**src/rtl/fq_pkg.sv**
```systemverilog
package fq_pkg;
  function automatic int unsigned fq_min(input int unsigned a, input int unsigned b);
    return (a < b) ? a : b;
  endfunction
endpackage

```
**src/rtl/fq_ctrl.sv**
```systemverilog
module fq_ctrl
  import fq_pkg::*;
#(
  parameter int DEPTH = 16,
  parameter int LANES = 4,
  localparam int CNTW = $clog2(LANES + 1),
  localparam int PW = $clog2(DEPTH),
  localparam int OW = $clog2(DEPTH + 1)
) (
  input  logic            clk,
  input  logic            rst_n,
  input  logic            flush,
  input  logic            wr_req,
  input  logic [CNTW-1:0] wr_cnt,
  input  logic [CNTW-1:0] rd_cnt,
  output logic [PW-1:0]   wptr,
  output logic [PW-1:0]   rptr,
  output logic [OW-1:0]   count,
  output logic [CNTW-1:0] wr_take,
  output logic [CNTW-1:0] rd_take,
  output logic            wr_ready,
  output logic            full,
  output logic            empty
);
  logic [PW-1:0] wptr_q, wptr_d, rptr_q, rptr_d;
  logic [OW-1:0] cnt_q, cnt_d;
  logic          wr_fire;
  logic          upd;

  always_comb begin
    wr_ready = (int'(cnt_q) <= DEPTH - LANES);
    wr_fire  = wr_req && wr_ready && !flush;
    wr_take  = wr_fire ? CNTW'(fq_min(int'(wr_cnt), LANES)) : '0;
    rd_take  = flush ? '0
             : CNTW'(fq_min(fq_min(int'(rd_cnt), LANES), int'(cnt_q)));
    if (flush) begin
      wptr_d = '0;
      rptr_d = '0;
      cnt_d  = '0;
    end else begin
      wptr_d = wptr_q + PW'(wr_take);
      rptr_d = rptr_q + PW'(rd_take);
      cnt_d  = cnt_q + OW'(wr_take) - OW'(rd_take);
    end
    upd = flush || (wr_take != '0) || (rd_take != '0);
  end

  always_ff @(posedge clk or negedge rst_n) begin
    if (!rst_n) begin
      wptr_q <= '0;
      rptr_q <= '0;
      cnt_q  <= '0;
    end else if (upd) begin
      wptr_q <= wptr_d;
      rptr_q <= rptr_d;
      cnt_q  <= cnt_d;
    end
  end

  assign wptr  = wptr_q;
  assign rptr  = rptr_q;
  assign count = cnt_q;
  assign full  = (int'(cnt_q) == DEPTH);
  assign empty = (cnt_q == '0);

  assert_count_bound_R9: assert property (@(posedge clk) disable iff (!rst_n)
    int'(cnt_q) <= DEPTH);
  assert_flush_clear_R8: assert property (@(posedge clk) disable iff (!rst_n)
    flush |=> (cnt_q == '0 && wptr_q == '0 && rptr_q == '0));
  assert_refuse_R3: assert property (@(posedge clk) disable iff (!rst_n)
    (wr_req && !wr_ready && !flush) |=> (cnt_q == $past(cnt_q) - OW'($past(rd_take))));
  assert_wptr_step_R2: assert property (@(posedge clk) disable iff (!rst_n)
    !flush |=> (wptr_q == $past(wptr_q) + PW'($past(wr_take))));
  assert_rptr_move_R6: assert property (@(posedge clk) disable iff (!rst_n)
    (!flush && rd_cnt != '0 && cnt_q != '0) |=> (rptr_q != $past(rptr_q)));
endmodule

```
**src/rtl/fq_bank.sv**
```systemverilog
module fq_bank #(
  parameter int W = 32,
  parameter int ROWS = 4,
  localparam int RW = $clog2(ROWS)
) (
  input  logic          clk,
  input  logic          we,
  input  logic [RW-1:0] waddr,
  input  logic [W-1:0]  wdata,
  input  logic [RW-1:0] raddr,
  output logic [W-1:0]  rdata
);
  logic [W-1:0] mem [ROWS];

  always_ff @(posedge clk) begin
    if (we) mem[waddr] <= wdata;
  end

  assign rdata = mem[raddr];
endmodule

```
**src/rtl/fq_wsteer.sv**
```systemverilog
module fq_wsteer #(
  parameter int W = 32,
  parameter int DEPTH = 16,
  parameter int LANES = 4,
  localparam int CNTW = $clog2(LANES + 1),
  localparam int PW = $clog2(DEPTH),
  localparam int LB = $clog2(LANES),
  localparam int RW = PW - LB
) (
  input  logic               clk,
  input  logic               rst_n,
  input  logic [PW-1:0]      wptr,
  input  logic [CNTW-1:0]    wr_take,
  input  logic [LANES*W-1:0] wr_data,
  output logic [LANES-1:0]   bank_we,
  output logic [LANES*RW-1:0] bank_waddr,
  output logic [LANES*W-1:0] bank_wdata
);
  for (genvar b = 0; b < LANES; b++) begin : g_bank
    logic [LB-1:0] slot;
    logic [PW-1:0] entry;
    always_comb begin
      slot  = LB'(b) - wptr[LB-1:0];
      entry = wptr + PW'(slot);
      bank_we[b] = (CNTW'(slot) < wr_take);
      bank_waddr[b*RW +: RW] = entry[PW-1:LB];
      bank_wdata[b*W +: W]   = wr_data[slot*W +: W];
    end
  end

  assert_we_count_R2: assert property (@(posedge clk) disable iff (!rst_n)
    $countones(bank_we) == int'(wr_take));
endmodule

```
**src/rtl/fq_rotate.sv**
```systemverilog
module fq_rotate #(
  parameter int W = 32,
  parameter int DEPTH = 16,
  parameter int LANES = 4,
  localparam int LB = $clog2(LANES),
  localparam int OW = $clog2(DEPTH + 1)
) (
  input  logic               clk,
  input  logic               rst_n,
  input  logic [LANES*W-1:0] bank_q,
  input  logic [LB-1:0]      base,
  input  logic [OW-1:0]      count,
  output logic [LANES*W-1:0] rd_data,
  output logic [LANES-1:0]   rd_valid
);
  for (genvar j = 0; j < LANES; j++) begin : g_lane
    logic [LB-1:0] src;
    always_comb begin
      src = LB'(j) + base;
      rd_data[j*W +: W] = bank_q[src*W +: W];
      rd_valid[j] = (int'(count) > j);
    end
  end

  assert_valid_run_R5: assert property (@(posedge clk) disable iff (!rst_n)
    (rd_valid & (rd_valid + 1'b1)) == '0);
  assert_lane0_live_R5: assert property (@(posedge clk) disable iff (!rst_n)
    (count != '0) |-> rd_valid[0]);
endmodule

```
**src/rtl/fetch_queue.sv**
```systemverilog
module fetch_queue #(
  parameter int W = 32,
  parameter int DEPTH = 16,
  parameter int LANES = 4,
  localparam int CNTW = $clog2(LANES + 1)
) (
  input  logic               clk,
  input  logic               rst_n,
  input  logic               flush,
  input  logic               wr_req,
  input  logic [CNTW-1:0]    wr_cnt,
  input  logic [LANES*W-1:0] wr_data,
  output logic               wr_ready,
  input  logic [CNTW-1:0]    rd_cnt,
  output logic [LANES*W-1:0] rd_data,
  output logic [LANES-1:0]   rd_valid,
  output logic               full,
  output logic               empty
);
  localparam int PW   = $clog2(DEPTH);
  localparam int OW   = $clog2(DEPTH + 1);
  localparam int LB   = $clog2(LANES);
  localparam int ROWS = DEPTH / LANES;
  localparam int RW   = PW - LB;

  logic [PW-1:0]       wptr, rptr;
  logic [OW-1:0]       count;
  logic [CNTW-1:0]     wr_take, rd_take;
  logic [LANES-1:0]    bank_we;
  logic [LANES*RW-1:0] bank_waddr;
  logic [LANES*W-1:0]  bank_wdata;
  logic [LANES*W-1:0]  bank_q;

  fq_ctrl #(.DEPTH(DEPTH), .LANES(LANES)) u_ctrl (
    .clk(clk), .rst_n(rst_n), .flush(flush), .wr_req(wr_req),
    .wr_cnt(wr_cnt), .rd_cnt(rd_cnt), .wptr(wptr), .rptr(rptr),
    .count(count), .wr_take(wr_take), .rd_take(rd_take),
    .wr_ready(wr_ready), .full(full), .empty(empty)
  );

  fq_wsteer #(.W(W), .DEPTH(DEPTH), .LANES(LANES)) u_wsteer (
    .clk(clk), .rst_n(rst_n), .wptr(wptr), .wr_take(wr_take),
    .wr_data(wr_data), .bank_we(bank_we), .bank_waddr(bank_waddr),
    .bank_wdata(bank_wdata)
  );

  for (genvar b = 0; b < LANES; b++) begin : g_bank
    logic [LB-1:0] lane;
    logic [PW-1:0] entry;
    logic [RW-1:0] raddr;
    always_comb begin
      lane  = LB'(b) - rptr[LB-1:0];
      entry = rptr + PW'(lane);
      raddr = entry[PW-1:LB];
    end
    fq_bank #(.W(W), .ROWS(ROWS)) u_bank (
      .clk(clk), .we(bank_we[b]), .waddr(bank_waddr[b*RW +: RW]),
      .wdata(bank_wdata[b*W +: W]), .raddr(raddr),
      .rdata(bank_q[b*W +: W])
    );
  end

  fq_rotate #(.W(W), .DEPTH(DEPTH), .LANES(LANES)) u_rotate (
    .clk(clk), .rst_n(rst_n), .bank_q(bank_q), .base(rptr[LB-1:0]),
    .count(count), .rd_data(rd_data), .rd_valid(rd_valid)
  );

  assert_full_blocks_R3: assert property (@(posedge clk) disable iff (!rst_n)
    full |-> !wr_ready);
endmodule

```
**config.mk**
```make
export PLATFORM = sky130hd
export DESIGN_NAME = fetch_queue
export DESIGN_NICKNAME = d
export VERILOG_FILES = /design/src/rtl/fq_pkg.sv /design/src/rtl/fq_ctrl.sv /design/src/rtl/fq_bank.sv /design/src/rtl/fq_wsteer.sv /design/src/rtl/fq_rotate.sv /design/src/rtl/fetch_queue.sv
export SDC_FILE = /design/constraint.sdc
export NUM_CORES = 1
export LEC_CHECK = 0
export BUFFER_PORTS_ARGS = -buffer_cell sky130_fd_sc_hd__buf_2
export CORE_ASPECT_RATIO = 1.4
export CORE_MARGIN = 3
export CORE_UTILIZATION = 55
export CTS_BUF_LIST = sky130_fd_sc_hd__clkbuf_16
export DETAILED_ROUTE_END_ITERATION = 8
export PLACE_DENSITY = 0.75
export SYNTH_ARGS = -nofsm -noshare
export SYNTH_HDL_FRONTEND = slang
export SYNTH_SLANG_ARGS = --single-unit
```
**constraint.sdc**
```tcl
create_clock -name clk -period 7.17 [get_ports clk]
set_input_delay 0.3585 -clock clk [delete_from_list [all_inputs] [get_ports clk]]
set_output_delay 0.3585 -clock clk [all_outputs]
set_load 0.05 [all_outputs]
```
==> results.sh, run 1 <==
export IMPL_track_usage_pct=28.6
export IMPL_hp_class="input port to flop"
export IMPL_synth_area_leaders="edfxtp_1 53%, mux4_2 20%, mux2_2 6.3%"
export IMPL_finalSetupViolCount=0
export IMPL_viasPerCell=6.97
export IMPL_ys_seq_area_share_pct=54.5
export IMPL_crit_end="rd_data[75]"
export IMPL_place_hpwl_um=53700
export IMPL_clock_latency_ns=0.58
export IMPL_crit_required_ns=6.81
export IMPL_avgSynthCellArea_um2=16.1
export IMPL_synth_cells=1794
export IMPL_final_max_slew_violation_count=0
export IMPL_period_needed_ns=5.89
export IMPL_clkTransAtPathRegs_ns=0.06
export IMPL_crit_arrival_ns=5.53
export IMPL_ant_nets=0
export IMPL_ys_async_sr_fraction_pct=2.48
export IMPL_coreArea_um2=51400
export IMPL_max_freq_mhz=170
export IMPL_met2_usage_pct=45.2
export IMPL_clock_skew_ns=0.0147
export IMPL_drt_initial_drc_count=2526
export IMPL_io_buffers=272
export IMPL_grt_max_degree=77
export IMPL_stdcell_count=2704
export IMPL_vias=18900
export IMPL_dieArea_um2=55200
export IMPL_maxCapViolCount=0
export IMPL_initial_core_util_pct=56.1
export IMPL_synth_seq_cells=525
export IMPL_fillers=3531
export IMPL_fin_tns_setup_ns=0
export IMPL_yosysUniqueCellTypes=51
export IMPL_syn_nets=1966
export IMPL_yosysTopAreaCellShare_pct=53.4
export IMPL_cts_htree_levels=2
export IMPL_outcome="finished, final reports clean"
export IMPL_timing_rr_start="u_ctrl.count[0]$_DFFE_PN0P_"
export IMPL_drive_above_1_share_pct=41.2
export IMPL_synth_commonest_cells="512 x edfxtp_1, 256 x mux4_2, 161 x mux2_2"
export IMPL_synth_most_common_cell="edfxtp_1"
export IMPL_period_share_pct=82.1
export IMPL_antenna_found_initial=1
export IMPL_gr_usage_met3_pct=4.83
export IMPL_placed_cells=2615
export IMPL_yosysTopAreaCell="edfxtp_1"
export IMPL_rows=98
export IMPL_cts_setup_buffers=0
export IMPL_grt_most_used_layer="met2"
export IMPL_grt_use_met1_pct=41.4
export IMPL_ctsRootBufferMaster="clkbuf_16"
export IMPL_path_class="flop to output pin"
export IMPL_grt_pass1_vias=18500
export IMPL_rsz0062_at_grt="false"
export IMPL_cts_tree="built"
export IMPL_wirelength_um=79500
export IMPL_gp_congestion=0.892
export IMPL_gr_total_overflow=0
export IMPL_synth_edf_count=512
export IMPL_ios=273
export IMPL_hold_worst_slack_ns=0.204
export IMPL_wl_per_cell_um=29.4
export IMPL_area_delta_synth_final_pct=12.7
export IMPL_cts_sinks=525
export IMPL_reg2reg_slack_ns=3.04
export IMPL_syn_area_um2=28800
export IMPL_end_kind="output pin"
export IMPL_die_w_um=199
export IMPL_synth_warnings=0
export IMPL_drc=0
export IMPL_startpoint_type="flop"
export IMPL_max_slew_margin_rel_pct=12.9
export IMPL_die_h_um=277
export IMPL_drt_pass1_iter_count=7
export IMPL_grt_pass1_wl_um=117000
export IMPL_layout_nets=2187
export IMPL_worstSetupStartpoint="u_ctrl.rptr[0]$_DFFE_PN0P_"
export IMPL_cts_buffers=47
export IMPL_rr_endpoint="g_bank[3].u_bank.mem[0][3]$_DFFE_PP_"
export IMPL_r2r_cells=10
export IMPL_hold_viol_final=0
export IMPL_antenna_cells=0
export IMPL_crit_fanout=45
export IMPL_worstMarginPinSlew_ns=1.30
export IMPL_hp_start="flush"
export IMPL_synth_top_flop_cell="edfxtp_1"
export IMPL_cts_max_path_buffers=3
[layer usage]
metal | vias up | part of all wire, %
li1 | 7772 | -
met1 | 9707 | 38
met2 | 1221 | 48
met3 | 157 | 10
met4 | 2 | 3.1
met5 | - | 0.016
[through the flow]
stage	worst slack [ns]	cell area [um2]	utilization, %
global placement	1.93	30900	60.2
finish	1.28	32500	63.2
CTS	1.31	32500	63.2
detailed placement	1.93	30900	60.2
global route	1.10	32500	63.2
floorplan	0.849	28800	-
[how the worst min path moves through the flow]
stage	to	slack [ns]	cells after the start
after floorplan	u_ctrl.count[0]$_DFFE_PN0P_	0.06	0
after global routing	u_ctrl.rptr[0]$_DFFE_PN0P_	0.24	2
final	u_ctrl.rptr[0]$_DFFE_PN0P_	0.20	2
after CTS	u_ctrl.rptr[0]$_DFFE_PN0P_	0.18	2
after detailed placement	u_ctrl.count[4]$_DFFE_PN0P_	0.29	1
after global placement	u_ctrl.count[4]$_DFFE_PN0P_	0.28	1
[registers in the layout (all words and copies together), names as in the netlist]
signal             flops
g_bank.u_bank.mem    512
u_ctrl.count           5
u_ctrl.rptr            4
u_ctrl.wptr            4
[critical path, stage by stage (launching register included)]
cell and delay [ns]:
dfrtp_4 0.71, clkinv_2 0.69, ha_4 0.51, xor2_2 0.22, nor3b_2 0.94, buf_4 0.41
a222oi_1 0.14, and3_1 0.26, o31ai_1 0.53, mux2_2 0.27, buf_2 0.26
[timing repair]
action                    CTS  global route
gates resized for setup     0             0
hold endpoints to repair   13             0
hold buffers                1             0
[cell type report]
class	count	area [um2]	share of cell area (%)
clock buffer	48	1200	3.70
tap	650	813	2.51
multi-input combinational	1094	12600	38.8
timing repair buffer	312	1660	5.13
inverter	35	133	0.409
clock inverter	40	339	1.04
sequential	525	15700	48.4
[layout by cell type (no fill, tap or decap), types with 4 or more instances in the layout]
cell type	n
a21oi_1	37
a221oi_1	8
a222oi_1	32
a31o_2	10
a31oi_1	9
and2_1	67
and3_1	25
buf_2	272
buf_4	39
bufinv_16	5
clkbuf_16	48
clkinv_1	10
clkinv_2	11
clkinvlp_4	6
dfrtp_1	7
dfrtp_4	4
edfxtp_1	512
fa_1	5
ha_1	25
inv_1	40
mux2_2	161
mux2i_1	128
mux4_2	256
nand2_1	116
nand2b_1	9
nor2_1	35
nor2_2	6
nor2b_1	6
nor3_2	5
o211ai_1	9
o21a_1	4
o21ai_0	35
o31a_1	24
o31ai_1	30
xnor2_1	10
xor2_1	5
[cells by family (layout without fill, tap and decap cells)]
logic type,Yosys count,after routing,synth area share [%]
DFF,525,525,54.5
and+or+nand+nor,288,288,4.88
adders and majority gates,34,34,1.61
AOI/OAI and AO/OA,208,208,5.22
muxes,545,545,30.8
buffers and inverters,175,435,2.41
xor gates and xnor gates,19,19,0.604
Power of run 1 is not shown: default switching activity piles up to over one toggle a cycle in this logic, so the estimate is an artifact.
==> run 2, diff against run 1 <==
- CORE_UTILIZATION: 55 -> 54
- PLACE_DENSITY: 0.75 -> 0.77
- clock period: 7.17 -> 5.1 ns (I/O delays scaled with it)
==> run 2 against run 1 <==
Sequential share of layout area down 0.35 points. Sequential cell count stayed put. Critical endpoint is now rd_data[21]. Non-clock buffer count up 10. Utilization is 0.78 points lower.
==> results.sh, run 2 (same netlist as run 1, synthesis figures left out) <==
export IMPL_drive_above_1_share_pct=41.5
export IMPL_antenna_found_initial=5
export IMPL_vias=18800
export IMPL_timing_rr_start="u_ctrl.count[4]$_DFFE_PN0P_"
export IMPL_max_slew_margin_rel_pct=27.8
export IMPL_hp_start="flush"
export IMPL_clock_skew_ns=0.0236
export IMPL_finalSetupViolCount=0
export IMPL_end_kind="output pin"
export IMPL_min_path_cells=2
export IMPL_crit_required_ns=4.85
export IMPL_final_max_slew_violation_count=0
export IMPL_maxCapViolCount=0
export IMPL_die_w_um=201
export IMPL_startpoint_type="flop"
export IMPL_hold_viol_final=0
export IMPL_path_class="flop to output pin"
export IMPL_drc=0
export IMPL_clock_latency_ns=0.58
export IMPL_rsz0062_at_grt="false"
export IMPL_r2r_cells=13
export IMPL_worstSetupStartpoint="u_ctrl.rptr[0]$_DFFE_PN0P_"
export IMPL_cts_tree="built"
export IMPL_worstMarginPinSlew_ns=1.08
export IMPL_grt_max_degree=109
export IMPL_track_usage_pct=28.2
export IMPL_period_needed_ns=4.80
export IMPL_ctsRootBufferMaster="clkbuf_16"
export IMPL_cts_repair_resized=0
export IMPL_gp_congestion=0.935
export IMPL_area_delta_synth_final_pct=13.6
export IMPL_largest_register="g_bank.u_bank.mem"
export IMPL_most_common_layout_cells="512 x edfxtp_1, 272 x buf_2, 256 x mux4_2"
export IMPL_dieArea_um2=56200
export IMPL_wl_per_cell_um=28.9
export IMPL_wirelength_um=80100
export IMPL_period_share_pct=94.2
export IMPL_outcome="finished, final reports clean"
export IMPL_clkTransAtPathRegs_ns=0.07
export IMPL_min_to="u_ctrl.wptr[3]$_DFFE_PN0P_"
export IMPL_cts_buffers=47
export IMPL_fillers=3688
export IMPL_hp_class="input port to flop"
export IMPL_gr_total_overflow=0
export IMPL_max_freq_mhz=208
export IMPL_coreArea_um2=52400
export IMPL_initial_core_util_pct=55.0
export IMPL_place_hpwl_um=55300
export IMPL_rr_endpoint="g_bank[3].u_bank.mem[1][29]$_DFFE_PP_"
export IMPL_grt_pass1_wl_um=119000
export IMPL_drt_initial_drc_count=2476
export IMPL_ant_nets=0
export IMPL_drt_pass1_iter_count=7
export IMPL_largest_register_ffs=512
export IMPL_ios=273
export IMPL_reg2reg_slack_ns=1.40
export IMPL_layout_nets=2197
export IMPL_io_buffers=272
export IMPL_cts_max_path_buffers=3
export IMPL_rows=99
export IMPL_crit_fanout=48
export IMPL_cts_htree_levels=2
export IMPL_cts_setup_buffers=0
export IMPL_die_h_um=279
export IMPL_cts_sinks=525
export IMPL_viasPerCell=6.79
export IMPL_crit_arrival_ns=4.55
export IMPL_grt_pass1_vias=18300
export IMPL_mostFrequentLayoutCell="edfxtp_1"
export IMPL_hold_worst_slack_ns=0.123
export IMPL_fin_tns_setup_ns=0
run 2: changes by cell type in the layout (fill, tap and decap cells not counted), sizes merged:
cell	delta
buf	+10
clkinv	-5
clkinvlp	-3
diode	+3
bufinv	+2
inv	+1
run 2: how the worst max path moves through the flow:
stage,end,slack [ns]
after CTS,rd_data[11],0.24
final,rd_data[21],0.30
after detailed placement,rd_data[11],0.85
after global routing,rd_data[11],0.06
after floorplan,g_bank[2].u_bank.mem[1][0]$_DFFE_PP_,-0.51
after global placement,rd_data[75],0.93
run 2: layout make-up:
class                   instances  area [um2]  share of cell area, %
diodes                          3        7.51                 0.0230
clock buffers                  48        1200                   3.67
clock inverters                35         372                   1.14
inverters                      35         133                  0.406
multi-input cells            1094       12600                   38.5
flip-flops and latches        525       15700                   48.1
well taps                     707         885                   2.70
repair buffers                322        1790                   5.47
run 2: repair_timing:
| action | 4_1_cts | 5_1_grt |
|---|---|---|
| endpoints found under the setup margin | 0 | 0 |
| hold buffers | 1 | 0 |
| endpoints found under the hold margin | 13 | 0 |
run 2: critical path, stage by stage, from the launching register on:
cell,delay [ns]
dfrtp_4,0.83
clkinv_2,0.17
buf_4,0.29
ha_4,0.30
xor2_2,0.21
nand3_2,0.13
buf_4,0.52
mux4_2,0.58
nor2_1,0.24
o31ai_1,0.16
mux2_2,0.31
buf_2,0.21
run 2: per-layer routing:
layer  track usage (%)  part of all wire (%)  up-vias
met3              5.29                    11      176
met1              39.6                    37     9566
met5                 0                 0.016        -
li1                  -                     -     7802
met4              9.13                   3.6        2
met2              45.4                    49     1267
run 2: stage by stage:
step	utilization [%]	setup WS, ns	area [um2]	std cells
after floorplan	-	-0.509	28800	1794
after global placement	59.4	0.934	31100	2682
after detailed placement	59.4	0.853	31100	2682
after CTS	62.4	0.237	32700	2766
after global routing	62.4	0.0552	32700	2769
final	62.4	0.296	32700	2769
Power of run 2 is left out for the same reason.
